## src/rtl/irqack_pkg.sv

```systemverilog
package irqack_pkg;
    localparam int DATA_W  = 32;
    localparam int FLD_W   = 6;
    localparam int CNT_LSB = 24;
    localparam int ACK_LSB = 0;

    typedef logic [FLD_W-1:0] fld_t;

    typedef struct packed {
        fld_t cnt;
        fld_t ack;
        logic pend;
    } chan_st_t;

    typedef struct packed {
        logic [DATA_W-1:0] rdata;
        logic              any;
    } top_st_t;

    function automatic logic [DATA_W-1:0] pack_word(input fld_t c, input fld_t a);
        logic [DATA_W-1:0] w;
        w = '0;
        w[CNT_LSB +: FLD_W] = c;
        w[ACK_LSB +: FLD_W] = a;
        return w;
    endfunction
endpackage

```

## src/rtl/irqack_decode.sv

```systemverilog
module irqack_decode #(
    parameter int N_CH   = 4,
    parameter int ADDR_W = 8,
    parameter int BASE   = 64
) (
    input  logic [ADDR_W-1:0] addr,
    output logic [N_CH-1:0]   sel,
    output logic              hit
);
    localparam int STRIDE = 4;

    for (genvar i = 0; i < N_CH; i++) begin : g_sel
        localparam logic [ADDR_W-1:0] CH_ADDR = ADDR_W'(BASE + STRIDE * i);
        assign sel[i] = (addr == CH_ADDR);
    end

    assign hit = |sel;
endmodule

```

## src/rtl/irqack_channel.sv

```systemverilog
module irqack_channel
    import irqack_pkg::*;
(
    input  logic clk,
    input  logic rst_n,
    input  logic inc,
    input  logic wr,
    input  fld_t wr_ack,
    output fld_t cnt_q,
    output fld_t ack_q,
    output logic pend_q,
    output logic pend_nxt
);
    chan_st_t st_d, st_q;

    always_comb begin
        st_d = st_q;
        if (inc) begin
            st_d.cnt = st_q.cnt + FLD_W'(1);
        end
        if (wr) begin
            st_d.ack = wr_ack;
        end
        // compare against the post-increment count so same-cycle completions stay pending
        st_d.pend = (st_d.cnt != st_d.ack);
    end

    always_ff @(posedge clk) begin
        if (!rst_n) begin
            st_q <= '0;
        end else begin
            st_q <= st_d;
        end
    end

    assign cnt_q    = st_q.cnt;
    assign ack_q    = st_q.ack;
    assign pend_q   = st_q.pend;
    assign pend_nxt = st_d.pend;
endmodule

```

## src/rtl/irqack_readmux.sv

```systemverilog
module irqack_readmux
    import irqack_pkg::*;
#(
    parameter int N_CH = 4
) (
    input  logic [N_CH-1:0]        sel,
    input  fld_t [N_CH-1:0]        cnt_v,
    input  fld_t [N_CH-1:0]        ack_v,
    output logic [DATA_W-1:0]      word
);
    always_comb begin
        word = '0;
        for (int i = 0; i < N_CH; i++) begin
            if (sel[i]) begin
                word = word | pack_word(cnt_v[i], ack_v[i]);
            end
        end
    end
endmodule

```

## src/rtl/irq_ack_tracker.sv

```systemverilog
module irq_ack_tracker
    import irqack_pkg::*;
#(
    parameter int N_CH   = 4,
    parameter int ADDR_W = 8,
    parameter int BASE   = 64
) (
    input  logic                 clk,
    input  logic                 rst_n,
    input  logic                 reg_wr_en,
    input  logic                 reg_rd_en,
    input  logic [ADDR_W-1:0]    reg_addr,
    input  logic [31:0]          reg_wdata,
    output logic [31:0]          reg_rdata,
    input  logic [N_CH-1:0]      done_strobe,
    output logic [N_CH-1:0]      chan_irq,
    output logic                 any_irq
);
    logic [N_CH-1:0] sel;
    logic            hit;
    fld_t [N_CH-1:0] cnt_v;
    fld_t [N_CH-1:0] ack_v;
    logic [N_CH-1:0] pend_nxt;
    logic [31:0]     rd_word;
    fld_t            wr_ack;
    logic            unused_wbits;

    top_st_t top_d, top_q;

    assign wr_ack       = reg_wdata[ACK_LSB +: FLD_W];
    assign unused_wbits = ^{reg_wdata[31:ACK_LSB+FLD_W], hit};

    irqack_decode #(
        .N_CH   (N_CH),
        .ADDR_W (ADDR_W),
        .BASE   (BASE)
    ) u_decode (
        .addr (reg_addr),
        .sel  (sel),
        .hit  (hit)
    );

    for (genvar i = 0; i < N_CH; i++) begin : g_chan
        irqack_channel u_chan (
            .clk      (clk),
            .rst_n    (rst_n),
            .inc      (done_strobe[i]),
            .wr       (reg_wr_en && sel[i]),
            .wr_ack   (wr_ack),
            .cnt_q    (cnt_v[i]),
            .ack_q    (ack_v[i]),
            .pend_q   (chan_irq[i]),
            .pend_nxt (pend_nxt[i])
        );
    end

    irqack_readmux #(
        .N_CH (N_CH)
    ) u_readmux (
        .sel   (sel),
        .cnt_v (cnt_v),
        .ack_v (ack_v),
        .word  (rd_word)
    );

    always_comb begin
        top_d       = top_q;
        top_d.rdata = reg_rd_en ? rd_word : '0;
        top_d.any   = |pend_nxt;
    end

    always_ff @(posedge clk) begin
        if (!rst_n) begin
            top_q <= '0;
        end else begin
            top_q <= top_d;
        end
    end

    assign reg_rdata = top_q.rdata;
    assign any_irq   = top_q.any;
endmodule

```

## config.mk

```make
export PLATFORM = sky130hd
export DESIGN_NAME = irq_ack_tracker
export DESIGN_NICKNAME = d
export VERILOG_FILES = /design/src/rtl/irqack_pkg.sv /design/src/rtl/irqack_decode.sv /design/src/rtl/irqack_channel.sv /design/src/rtl/irqack_readmux.sv /design/src/rtl/irq_ack_tracker.sv
export SDC_FILE = /design/constraint.sdc
export NUM_CORES = 1
export LEC_CHECK = 0
export ABC_AREA = 0
export BUFFER_PORTS_ARGS = -buffer_cell sky130_fd_sc_hd__buf_2
export CAP_MARGIN = 20
export CORE_ASPECT_RATIO = 1.1
export CORE_MARGIN = 3
export CORE_UTILIZATION = 30
export DETAILED_ROUTE_END_ITERATION = 7
export SLEW_MARGIN = 10
export SYNTH_ARGS = -nofsm -noshare
export SYNTH_HDL_FRONTEND = slang
export SYNTH_HIERARCHICAL = 1
export SYNTH_SLANG_ARGS = --single-unit
```

## constraint.sdc

```tcl
create_clock -name clk -period 4 [get_ports clk]
set_input_delay 0.8 -clock clk [delete_from_list [all_inputs] [get_ports clk]]
set_output_delay 0.8 -clock clk [all_outputs]
set_load 0.03 [all_outputs]
```

=== Yosys cells after proc, flatten, opt, wreduce, memory -nomap -nowiden ===
Cells that the tools add are included.
Widths: inputs -> output; s select.

* Mux-type cells: 12
* $add $sub $neg: 4
* Bitwise logic cells: 3
* Reduce and logical (&&, ||, !) cells: 6
* $lt $le $gt $ge: 0
* Shift operators: 0
* Eq/ne operators: 8
* $mul: 0
* Div/mod/pow operators: 0

{| class="wikitable"
|+ Operators with widths
! operator !! number
|-
| $mux 32 || 3
|-
| $or 32x30->32 || 3
|-
| $mux 6 || 8
|-
| $eq 8x7->1 const B || 4
|-
| $mux 30 || 1
|-
| $add 6x1->6 const B || 4
|-
| $ne 6x6->1 || 4
|-
| $logic_and 1x1->1 || 4
|-
| $reduce_or 4->1 || 1
|-
| $reduce_and 2->1 || 1
|}

* Bits in read-only memories: 0
* RAM bits: 0
* Input bits: 48
* Word-level logic and storage cells: 47
* Bits in latches: 0
* Register bits after elaboration: 85
* Output and inout port bits: 37
* Memories: 0

=== Logic depth before layout (Yosys ltp) ===
Gate-level depths: netlist of run 1.

* Word-level depth: 8
* Depth in mapped cells: 9
* Depth with buffers taken out: 8

=== Modules after synthesis ===
Netlist of run 1, hierarchy kept.

{| class="wikitable"
|+ Modules (own cells, without submodules)
! module !! instances !! cells each !! seq. area each (um^2) !! area an instance (um^2)
|-
| irqack_channel || 4 || 55 || 260.2 || 598.1
|-
| irq_ack_tracker || 1 || 76 || 660.6 || 927.1
|-
| irqack_readmux || 1 || 61 || 0.0 || 420.4
|-
| irqack_decode || 1 || 9 || 0.0 || 61.3
|}

=== Worst setup path before layout of run 1 ===
OpenSTA, ideal clock, no wires.

* Path type: in2reg
* From: input reg_addr[1]
* To: register top_q (netlist bit any_irq)
* Path slack: 0.379 ns
* Stages: 9
* Path buffers: 1
* Data arrival time: 3.496 ns
* Data required time: 3.875 ns
* Setup time: 0.125 ns
* Cells stage by stage: or4_4 > nor4_1 > and2_1 > buf_6 > mux2i_1 > xor3_1 > nor4_2 > nand3_1 > o41a_1

* Cells in the longest elaborated chain, start to end: 5
* Elaborated cells on any way between the ends: 17
* Those cells by class: eq/ne: 8; mux: 4; reduce/logical: 5

{| class="wikitable"
|+ RTL lines
! what !! RTL line !! RTL
|-
| start: declaration || irq_ack_tracker.sv:12 || <nowiki>input logic [ADDR_W-1:0] reg_addr,</nowiki>
|-
| $eq 8x7->1 || irqack_decode.sv:14 || <nowiki>assign sel[i] = (addr == CH_ADDR);</nowiki>
|-
| via sel[0] || irq_ack_tracker.sv:19 || <nowiki>logic [N_CH-1:0] sel;</nowiki>
|-
| $logic_and 1x1->1 || irq_ack_tracker.sv:48 || <nowiki>.wr (reg_wr_en && sel[i]),</nowiki>
|-
| $mux 6 || irqack_channel.sv:21 || <nowiki>if (wr) begin</nowiki>
|-
| $ne 6x6->1 || irqack_channel.sv:25 || <nowiki>st_d.pend = (st_d.cnt != st_d.ack);</nowiki>
|-
| via pend_nxt[0] || irq_ack_tracker.sv:23 || <nowiki>logic [N_CH-1:0] pend_nxt;</nowiki>
|-
| $reduce_or 4->1 || irq_ack_tracker.sv:69 || <nowiki>top_d.any = |pend_nxt;</nowiki>
|-
| end signal: assignment || irq_ack_tracker.sv:76 || <nowiki>top_q <= top_d;</nowiki>
|-
| end: declaration || irq_ack_tracker.sv:28 || <nowiki>top_st_t top_d, top_q;</nowiki>
|}

The timed path passes the listed nets, and every way through them passes these cells.
A chain may end at the register's enable or synchronous reset.

=== Worst setup path after layout of run 1 ===
Same ends and word-level chain as after synthesis.

==> metrics.yaml, run 1 <==
status:
  status: "complete, no violations"
detailed_routing:
  viasPerCell: 4.51
  drt_first_pass_iters: 4
  totalWireLength_mm: 8.56
  ant_nets: 0
  drc: 0
  drtIter0Drc: 137
  num_vias: 2631
  wl_per_cell_um: 14.7
clocking:
  cts_inserted_buffers: 9
  clockRootBuffer: "clkbuf_16"
  cts_sinks: 85
  clk_latency_ns: 0.33
  clk_pin_slew_ns: 0.06
  cts_tree: "done"
  cts_max_path_buffers: 2
  ctsResizeCount: 0
  cts_max_level: 3
  cts_setup_buffers: 0
  ctsHoldBuffers: 0
logic_synthesis:
  syn_avg_cell_area_um2: 10.4
  syn_inst: 365
  ys.warnings.count: 6
  syn-cell-area_um2: 3800
timing:
  rsz0062_at_grt: "no"
  setup_violations: 0
  fin_crit_sh_pct: 85.1
  fin_ws_ns: 0.597
  finClkSkew_ns: 0.00622
  max_freq_ghz: 0.294
  final_max_slew_viol_count: 0
  fin_tns_setup_ns: 0
  hold_violations: 0
  fin_crit_ns: 3.40
power:
  vdd_drop_max_mv: 0.169
  power_density_nw_per_um2: 407
  leakagePower_uw: 0.00212
worst_setup_path:
  critical_path_class: "input pin to flip-flop"
  crit_slowest_cell: "or4_4"
  critPathTopFamily: "simple AND/OR/NAND/NOR gates"
  cp-start-kind: "input pin"
  crit_fanout: 4
  worst_path_largest_cell_delay_ns: 0.56
  end_kind: "flip-flop"
  path_cells: "buf_2, or4_4, nor4b_2, and2_1, mux2i_1, xor3_1, nor4_2, nand3_1, o41a_1"
  required_ns: 4.20
  arrival_ns: 3.61
  critPathBufInv: 1
grt:
  grt_max_degree: 33
  antenna_found_initial: 0
  grt_pass1_vias: 2706
  grt_first_pass_wirelength_mm: 14.0
  grt_usage_pct: 12.9
  overflow: 0
layout:
  drive_above_1_share_pct: 20.7
  nNetsFinal: 476
  fin_cells: 583
  utilization_pct: 36.3
  antenna_cells: 0
  area_growth_syn_to_layout_pct: 16.4
floorplan:
  die_h_um: 124
  die_area_um2: 14000
  start_util_pct: 31.1
  num_rows: 42
  boundaryPins: 85
  die_w_um: 113
  coreArea_um2: 12200
place:
  pre_cts_ws_ns: 0.250
  dp_hpwl_mm: 6.40
  portBuffers: 58
  dpl.cell_count: 567
  gp_congestion: 0.769
worst_hold_path:
  hp-class: "flip-flop to flip-flop"
flow_run:
  max_cap_viol_count: 0
## worst paths after layout
check | end | startpoint | cells past startpoint | slack, ns
worst max register to register | any_irq$_SDFF_PN0_ | g_chan[1].u_chan/cnt_q[0]$_SDFF_PN0_ | 6 | 1.96
worst max-delay path | any_irq$_SDFF_PN0_ | reg_addr[1] | 9 | 0.60
worst min-delay path | g_chan[3].u_chan/ack_q[3]$_SDFF_PN0_ | g_chan[3].u_chan/ack_q[3]$_SDFF_PN0_ | 2 | 0.54
worst min register to register | g_chan[3].u_chan/ack_q[3]$_SDFF_PN0_ | g_chan[3].u_chan/ack_q[3]$_SDFF_PN0_ | 2 | 0.54
## per-stage QoR
| stage | total power (µW) | hold WS [ns] | instance area [µm²] |
|---|---|---|---|
| after floorplan | 1020 | 0.491 | 3870 |
| after global placement | 1060 | 0.520 | 4150 |
| after detailed placement | 1060 | 0.534 | 4150 |
| after CTS | 1830 | 0.549 | 4420 |
| after global routing | 1880 | 0.573 | 4420 |
| final | 1800 | 0.542 | 4420 |
## area by class of cell
type / instances / area (µm²)
fill: 1248 / 7770
multi-input combinational: 256 / 1880
sequential: 85 / 1700
timing repair buffer: 67 / 358
clock buffer: 12 / 246
tap: 154 / 193
clock inverter: 4 / 23.8
inverter: 5 / 18.8
## power by group
group	leakage [µW]	internal, µW	total, µW	switching (µW)
sequential	0.000691	870	885	14.4
combinational	0.00130	58.3	160	101
clock	0.000136	436	756	320
total	0.00212	1360	1800	436
## flip-flops by register name, summed over array words and instances (netlist names)
signal                count
g_chan.u_chan/pend_q      4
any_irq                   1
g_chan.u_chan/ack_q      24
reg_rdata                32
g_chan.u_chan/cnt_q      24
## routing by layer
layer / vias up / GRT usage, % / part of all wire [%]
met2: 56 / 21.3 / 48
met5: - / 0 / 0
met3: 8 / 2.58 / 3.9
li1: 1337 / - / -
met1: 1230 / 16.1 / 47
met4: 0 / 6.61 / 1.9
## worst register-to-register path, stage by stage, from the launching register on
cell,delay (ns)
dfxtp_1,0.39
ha_1,0.25
mux2i_1,0.22
xor2_1,0.12
nor4_2,0.36
nand3_1,0.13
o41a_1,0.45
## cells in the final DEF (no fill, tap or decap), drive strengths merged
master and count:
inv 5, buf 67, nor4 6, clkinv 4
nand4 8, nor2 48, a22oi 24, and2 8
xnor2 12, ha 4, nand3 4, nor3 1
mux2i 28, a31oi 4, clkbuf 12, and3 32
dfxtp 85, nand2 21, xor3 12, xor2 20
nor4b 1, or4 1, nand2b 1, conb 20
o41a 1
Power figures use the tool's default switching activity.
==> inputs of run 2 (changes only) <==
--- a/config.mk
+++ b/config.mk
@@ -12,6 +12,7 @@
 export CORE_MARGIN = 3
 export CORE_UTILIZATION = 30
 export DETAILED_ROUTE_END_ITERATION = 7
+export RECOVER_POWER = 50
 export SLEW_MARGIN = 10
 export SYNTH_ARGS = -nofsm -noshare
 export SYNTH_HDL_FRONTEND = slang
==> metrics.yaml, run 2 (synthesis results as in run 1) <==
status:
  status: "complete, no violations"
layout:
  area_growth_syn_to_layout_pct: 15.5
  ff_latch_area_um2: 1700  # unchanged
  final_common_cell: "dfxtp_1"
  largest_register_ffs: 32  # unchanged
  nNetsFinal: 476  # unchanged
  multi_input_area_um2: 1880  # unchanged
  final_cell_mix: "85 x dfxtp_1, 48 x nor2_1, 32 x and3_1"
  drive_above_1_share_pct: 14.2  # -6.5 points
  antenna_cells: 0  # unchanged
  fillers: 1265  # +1.4%
grt:
  grt_max_degree: 33  # unchanged
  grt_first_pass_wirelength_mm: 14.0  # unchanged
  grt_usage_pct: 12.9  # unchanged
  antenna_found_initial: 0  # unchanged
  grt_pass1_vias: 2706  # unchanged
  overflow: 0  # unchanged
clocking:
  cts_max_path_buffers: 2  # unchanged
  clk_pin_slew_ns: 0.06  # about the same
  ctsHoldBuffers: 0  # unchanged
  cts_sinks: 85  # unchanged
  cts_inserted_buffers: 9  # unchanged
  cts_max_level: 3  # unchanged
  clk_latency_ns: 0.33  # about the same
  clockRootBuffer: "clkbuf_16"
  cts_setup_buffers: 0  # unchanged
  cts_tree: "done"
  ctsResizeCount: 0  # unchanged
place:
  dp_hpwl_mm: 6.40  # unchanged
  pre_cts_ws_ns: 0.250  # unchanged
  portBuffers: 58  # unchanged
  gp_congestion: 0.769  # unchanged
worst_setup_path:
  crit_fanout: 4  # unchanged
  arrival_ns: 3.61  # about the same
  cp-start-kind: "input pin"
  r2r-start: "g_chan[1].u_chan/cnt_q[0]$_SDFF_PN0_"
  crit_slowest_cell: "or4_4"
  critPathTopFamily: "simple AND/OR/NAND/NOR gates"
  timing.rr.end: "any_irq$_SDFF_PN0_"
  end_kind: "flip-flop"
  path_cells: "buf_2, or4_4, nor4b_2, and2_1, mux2i_1, xor3_1, nor4_2, nand3_1, o41a_1"
  critical_path_class: "input pin to flip-flop"
  rrSetupSlack_ns: 1.96  # about the same
  ff2ff_path_depth: 6  # unchanged
  worst_path_largest_cell_delay_ns: 0.56  # about the same
  critPathBufInv: 1  # unchanged
  startpoint: "reg_addr[1]"
  required_ns: 4.20  # about the same
detailed_routing:
  num_vias: 2644  # +0.49%
  viasPerCell: 4.54  # +0.49%
  drc: 0  # unchanged
  ant_nets: 0  # unchanged
  drtIter0Drc: 146  # +6.6%
  wl_per_cell_um: 14.6  # -0.27%
  totalWireLength_mm: 8.54  # -0.27%
  drt_first_pass_iters: 4  # unchanged
power:
  vdd_drop_max_mv: 0.168  # -0.27%
  p_int_uw: 1360  # -0.23%
  p_clk_share_pct: 42.0  # about the same
  swShare_pct: 24.2  # -0.029 points
  seq_power_share_pct: 49.3  # +0.2 points
  leakagePower_uw: 0.00201  # -5.4%
  power_density_nw_per_um2: 409  # +0.53%
  power_frac_comb_pct: 8.7  # -0.2 points
  p_sw_uw: 434  # -0.38%
timing:
  finClkSkew_ns: 0.00455  # -0.00167 ns
  slew_headroom_pct: 24.8
  final_max_slew_viol_count: 0  # unchanged
  fin_crit_sh_pct: 85.2  # about the same
  fin_ws_ns: 0.594  # -0.00295 ns
  fin_crit_ns: 3.41  # +0.00295 ns
  setup_violations: 0  # unchanged
  rsz0062_at_grt: "no"
  hold_violations: 0  # unchanged
  max_freq_ghz: 0.294  # about the same
  fin_tns_setup_ns: 0  # unchanged
  tightest_slew_ns: 1.13
worst_hold_path:
  whs_endpoint: "g_chan[3].u_chan/ack_q[3]$_SDFF_PN0_"
  hp-class: "flip-flop to flip-flop"
  min_path_cells: 2  # unchanged
  min_from: "g_chan[3].u_chan/ack_q[3]$_SDFF_PN0_"
floorplan:
  die_h_um: 124  # unchanged
  die_area_um2: 14000  # unchanged
  start_util_pct: 31.1  # unchanged
  num_rows: 42  # unchanged
  coreArea_um2: 12200  # unchanged
  boundaryPins: 85  # unchanged
  die_w_um: 113  # unchanged
flow_run:
  max_cap_viol_count: 0  # unchanged
-- run 2: power by group through the flow --
stage          registers, µW  logic, µW  clock network (µW)
2_1_floorplan            930       91.6                   0
3_3_place_gp             902        159                   0
3_5_place_dp             903        160                   0
4_1_cts                  885        161                 783
5_1_grt                  888        173                 821
6_report                 885        157                 754
-- run 2: routing by layer --
layer	GRT usage (%)	up-vias	routed length (µm)
li1	-	1335	-
met1	16.1	1237	3950
met2	21.3	64	4050
met3	2.58	8	373
met4	6.61	0	163
met5	0	-	0
-- run 2: area by class of cell --
type	instances	share of cell area, %
inverters	5	0.428
clock buffers	12	5.62
flip-flops and latches	85	38.8
multi-input cells	256	42.9
well taps	154	4.39
clock inverters	4	0.542
repair buffers	67	7.36
-- run 2: how the worst max path moves through the flow --
stage	slack (ns)	cells past startpoint	to
floorplan	0.39	9	any_irq$_SDFF_PN0_
global placement	0.25	9	any_irq$_SDFF_PN0_
detailed placement	0.25	9	any_irq$_SDFF_PN0_
CTS	0.59	9	any_irq$_SDFF_PN0_
global route	0.45	9	any_irq$_SDFF_PN0_
finish	0.59	9	any_irq$_SDFF_PN0_
-- run 2: tightest hold or removal path: cells and delay by family (launching register included) --
kind	cells	cell delay, ns
flops	1	0.33
mux	1	0.09
simple gates	1	0.08
-- run 2: per-stage QoR --
step	instances	power [µW]	utilization [%]	area, µm²	hold WS [ns]
3_5_place_dp	567	1060	34.0	4150	0.534
3_3_place_gp	567	1060	34.0	4150	0.520
2_1_floorplan	384	1020	-	3870	0.491
4_1_cts	583	1830	36.3	4420	0.549
6_report	583	1800	36.0	4390	0.542
5_1_grt	583	1880	36.0	4390	0.573
==> inputs of run 3 (changes only) <==
--- a/config.mk
+++ b/config.mk
@@ -9,12 +9,14 @@
 export BUFFER_PORTS_ARGS = -buffer_cell sky130_fd_sc_hd__buf_2
 export CAP_MARGIN = 20
 export CORE_ASPECT_RATIO = 1.1
-export CORE_MARGIN = 3
+export CORE_MARGIN = 2
 export CORE_UTILIZATION = 30
 export DETAILED_ROUTE_END_ITERATION = 7
+export GPL_TIMING_DRIVEN = 0
 export RECOVER_POWER = 50
 export SLEW_MARGIN = 10
 export SYNTH_ARGS = -nofsm -noshare
 export SYNTH_HDL_FRONTEND = slang
 export SYNTH_HIERARCHICAL = 1
 export SYNTH_SLANG_ARGS = --single-unit
+export TNS_END_PERCENT = 30
==> metrics.yaml, run 3 (synthesis results as in run 1) <==
place:
  dpl.cell_count: 599  # +5.6%
  pre_cts_ws_ns: -0.216  # -0.467 ns
  dp_hpwl_mm: 6.74  # +5.4%
  placed_cell_area_um2: 4360  # +4.9%
  gp_congestion: 0.814  # +6.0%
  portBuffers: 58  # unchanged
floorplan:
  die_h_um: 122  # -1.6%
  die_area_um2: 13600  # -3.4%
  coreArea_um2: 12500  # +2.4%
  die_w_um: 111  # -1.8%
  boundaryPins: 85  # unchanged
  start_util_pct: 30.4  # -0.72 points
  num_rows: 43  # +2.4%
layout:
  nNetsFinal: 505  # +6.1%
  final_cell_mix: "85 x dfxtp_1, 48 x nor2_1, 34 x clkbuf_1"
  antenna_cells: 0  # unchanged
  fin_area_um2: 4620  # +5.3%
  drive_above_1_share_pct: 18.6  # +4.4 points
  final_common_cell: "dfxtp_1"
  largest_register_ffs: 32  # unchanged
  area_growth_syn_to_layout_pct: 21.6
  fin_cells: 614  # +5.3%
detailed_routing:
  viasPerCell: 4.60  # +1.3%
  drt_first_pass_iters: 4  # unchanged
  wl_per_cell_um: 14.6  # about the same
  ant_nets: 0  # unchanged
  totalWireLength_mm: 8.98  # +5.2%
  drc: 0  # unchanged
  drtIter0Drc: 153  # +4.8%
  num_vias: 2822  # +6.7%
clocking:
  cts_max_level: 3  # unchanged
  clockRootBuffer: "clkbuf_16"
  cts_sinks: 85  # unchanged
  cts_max_path_buffers: 2  # unchanged
  clk_latency_ns: 0.34  # about the same
  clk_pin_slew_ns: 0.06  # about the same
  cts_tree: "done"
  cts_setup_buffers: 0  # unchanged
  cts_inserted_buffers: 9  # unchanged
worst_setup_path:
  cp-start-kind: "input pin"
  required_ns: 4.22  # +0.02 ns
  crit_fanout: 6  # +2
  arrival_ns: 3.86  # +0.25 ns
  end_kind: "flip-flop"
  critical_path_class: "input pin to flip-flop"
timing:
  hold_violations: 0  # unchanged
  final_max_slew_viol_count: 0  # unchanged
  setup_violations: 0  # unchanged
  finClkSkew_ns: 0.00574  # +0.00119 ns
  fin_crit_sh_pct: 91.0  # +5.9 points
  slew_headroom_pct: 41.8  # +17 points
  fin_ws_ns: 0.360  # -0.234 ns
  timing.hold.ws_ns: 0.549  # +0.00732 ns
  rsz0062_at_grt: "no"
  fin_crit_ns: 3.64  # +0.234 ns
  tightest_slew_ns: 0.873  # -0.255 ns
  fin_tns_setup_ns: 0  # unchanged
  max_freq_ghz: 0.275  # -6.4%
power:
  vdd_drop_max_mv: 0.161  # -4.6%
  leakagePower_uw: 0.00214  # +6.7%
  power_density_nw_per_um2: 401  # -2.0%
status:
  status: "complete, no violations"
flow_run:
  max_cap_viol_count: 0  # unchanged
grt:
  use_met3_pct: 3.58  # +1.0 points
  grt_pass1_vias: 2720  # +0.52%
  use_met1_pct: 16.5  # +0.43 points
  grt_max_degree: 15  # -55%
  grt_first_pass_wirelength_mm: 14.0  # +0.44%
  use_met2_pct: 22.7  # +1.4 points
  gr-max-usage-layer: "met2"
  grt_usage_pct: 13.4  # +0.48 points
  overflow: 0  # unchanged
  antenna_found_initial: 0  # unchanged
worst_hold_path:
  hp-class: "flip-flop to flip-flop"
run 3: cell types whose count changed in the layout (fill, tap and decap cells not counted):
cell | before | now
buf_4 | 9 | 21
buf_6 | 0 | 7
clkbuf_1 | 30 | 34
buf_2 | 30 | 32
clkbuf_2 | 0 | 2
clkbuf_8 | 1 | 3
clkinv_2 | 3 | 1
clkinvlp_4 | 0 | 2
clkinv_4 | 1 | 0
run 3: stage by stage:
stage	utilization, %	total power, µW
after floorplan	-	1020
after global placement	34.9	1080
after detailed placement	34.9	1080
after CTS	37.2	1880
after global routing	37.0	1930
final	37.0	1850
run 3: per-layer routing:
layer | up-vias | routed length [µm]
li1 | 1397 | -
met1 | 1341 | 4030
met2 | 75 | 4380
met3 | 9 | 444
met4 | 0 | 128
met5 | - | 0
run 3: report_power, final:
group / internal (µW) / total, µW / switching (µW)
logic: 68.7 / 174 / 106
clock network: 467 / 794 / 327
registers: 870 / 885 / 14.8
total: 1410 / 1850 / 447
run 3: worst paths after layout:
kind,from,end,slack (ns),depth (start not counted)
worst max register to register,g_chan[0].u_chan/cnt_q[0]$_SDFF_PN0_,any_irq$_SDFF_PN0_,1.97,6
worst max-delay path,reg_addr[1],any_irq$_SDFF_PN0_,0.36,10
worst min register to register,g_chan[2].u_chan/ack_q[3]$_SDFF_PN0_,g_chan[2].u_chan/ack_q[3]$_SDFF_PN0_,0.55,2
worst min-delay path,g_chan[2].u_chan/ack_q[3]$_SDFF_PN0_,g_chan[2].u_chan/ack_q[3]$_SDFF_PN0_,0.55,2
run 3: what timing repair did:
| action | CTS | global route |
|---|---|---|
| resized for setup | 0 | 2 |
| hold buffers | 0 | 0 |
| endpoints found under the setup margin | 0 | 1 |
run 3: critical path, cell delays in order:
cell     delay, ns
buf_2         0.09
or4_4         0.56
nor4_2        0.48
and2_1        0.23
buf_6         0.14
mux2i_1       0.34
xor3_1        0.40
nor4_2        0.28
nand3_1       0.20
o41a_1        0.34
run 3: final cells by class:
cell class | count | area (µm²)
Tap cell | 157 | 196
Sequential cell | 85 | 1700
Multi-Input combinational cell | 256 | 1880
Clock inverter | 3 | 20.0
Inverter | 5 | 18.8
Clock buffer | 12 | 267
Fill cell | 1281 | 7870
Timing Repair Buffer | 58 | 253
Buffer | 38 | 282
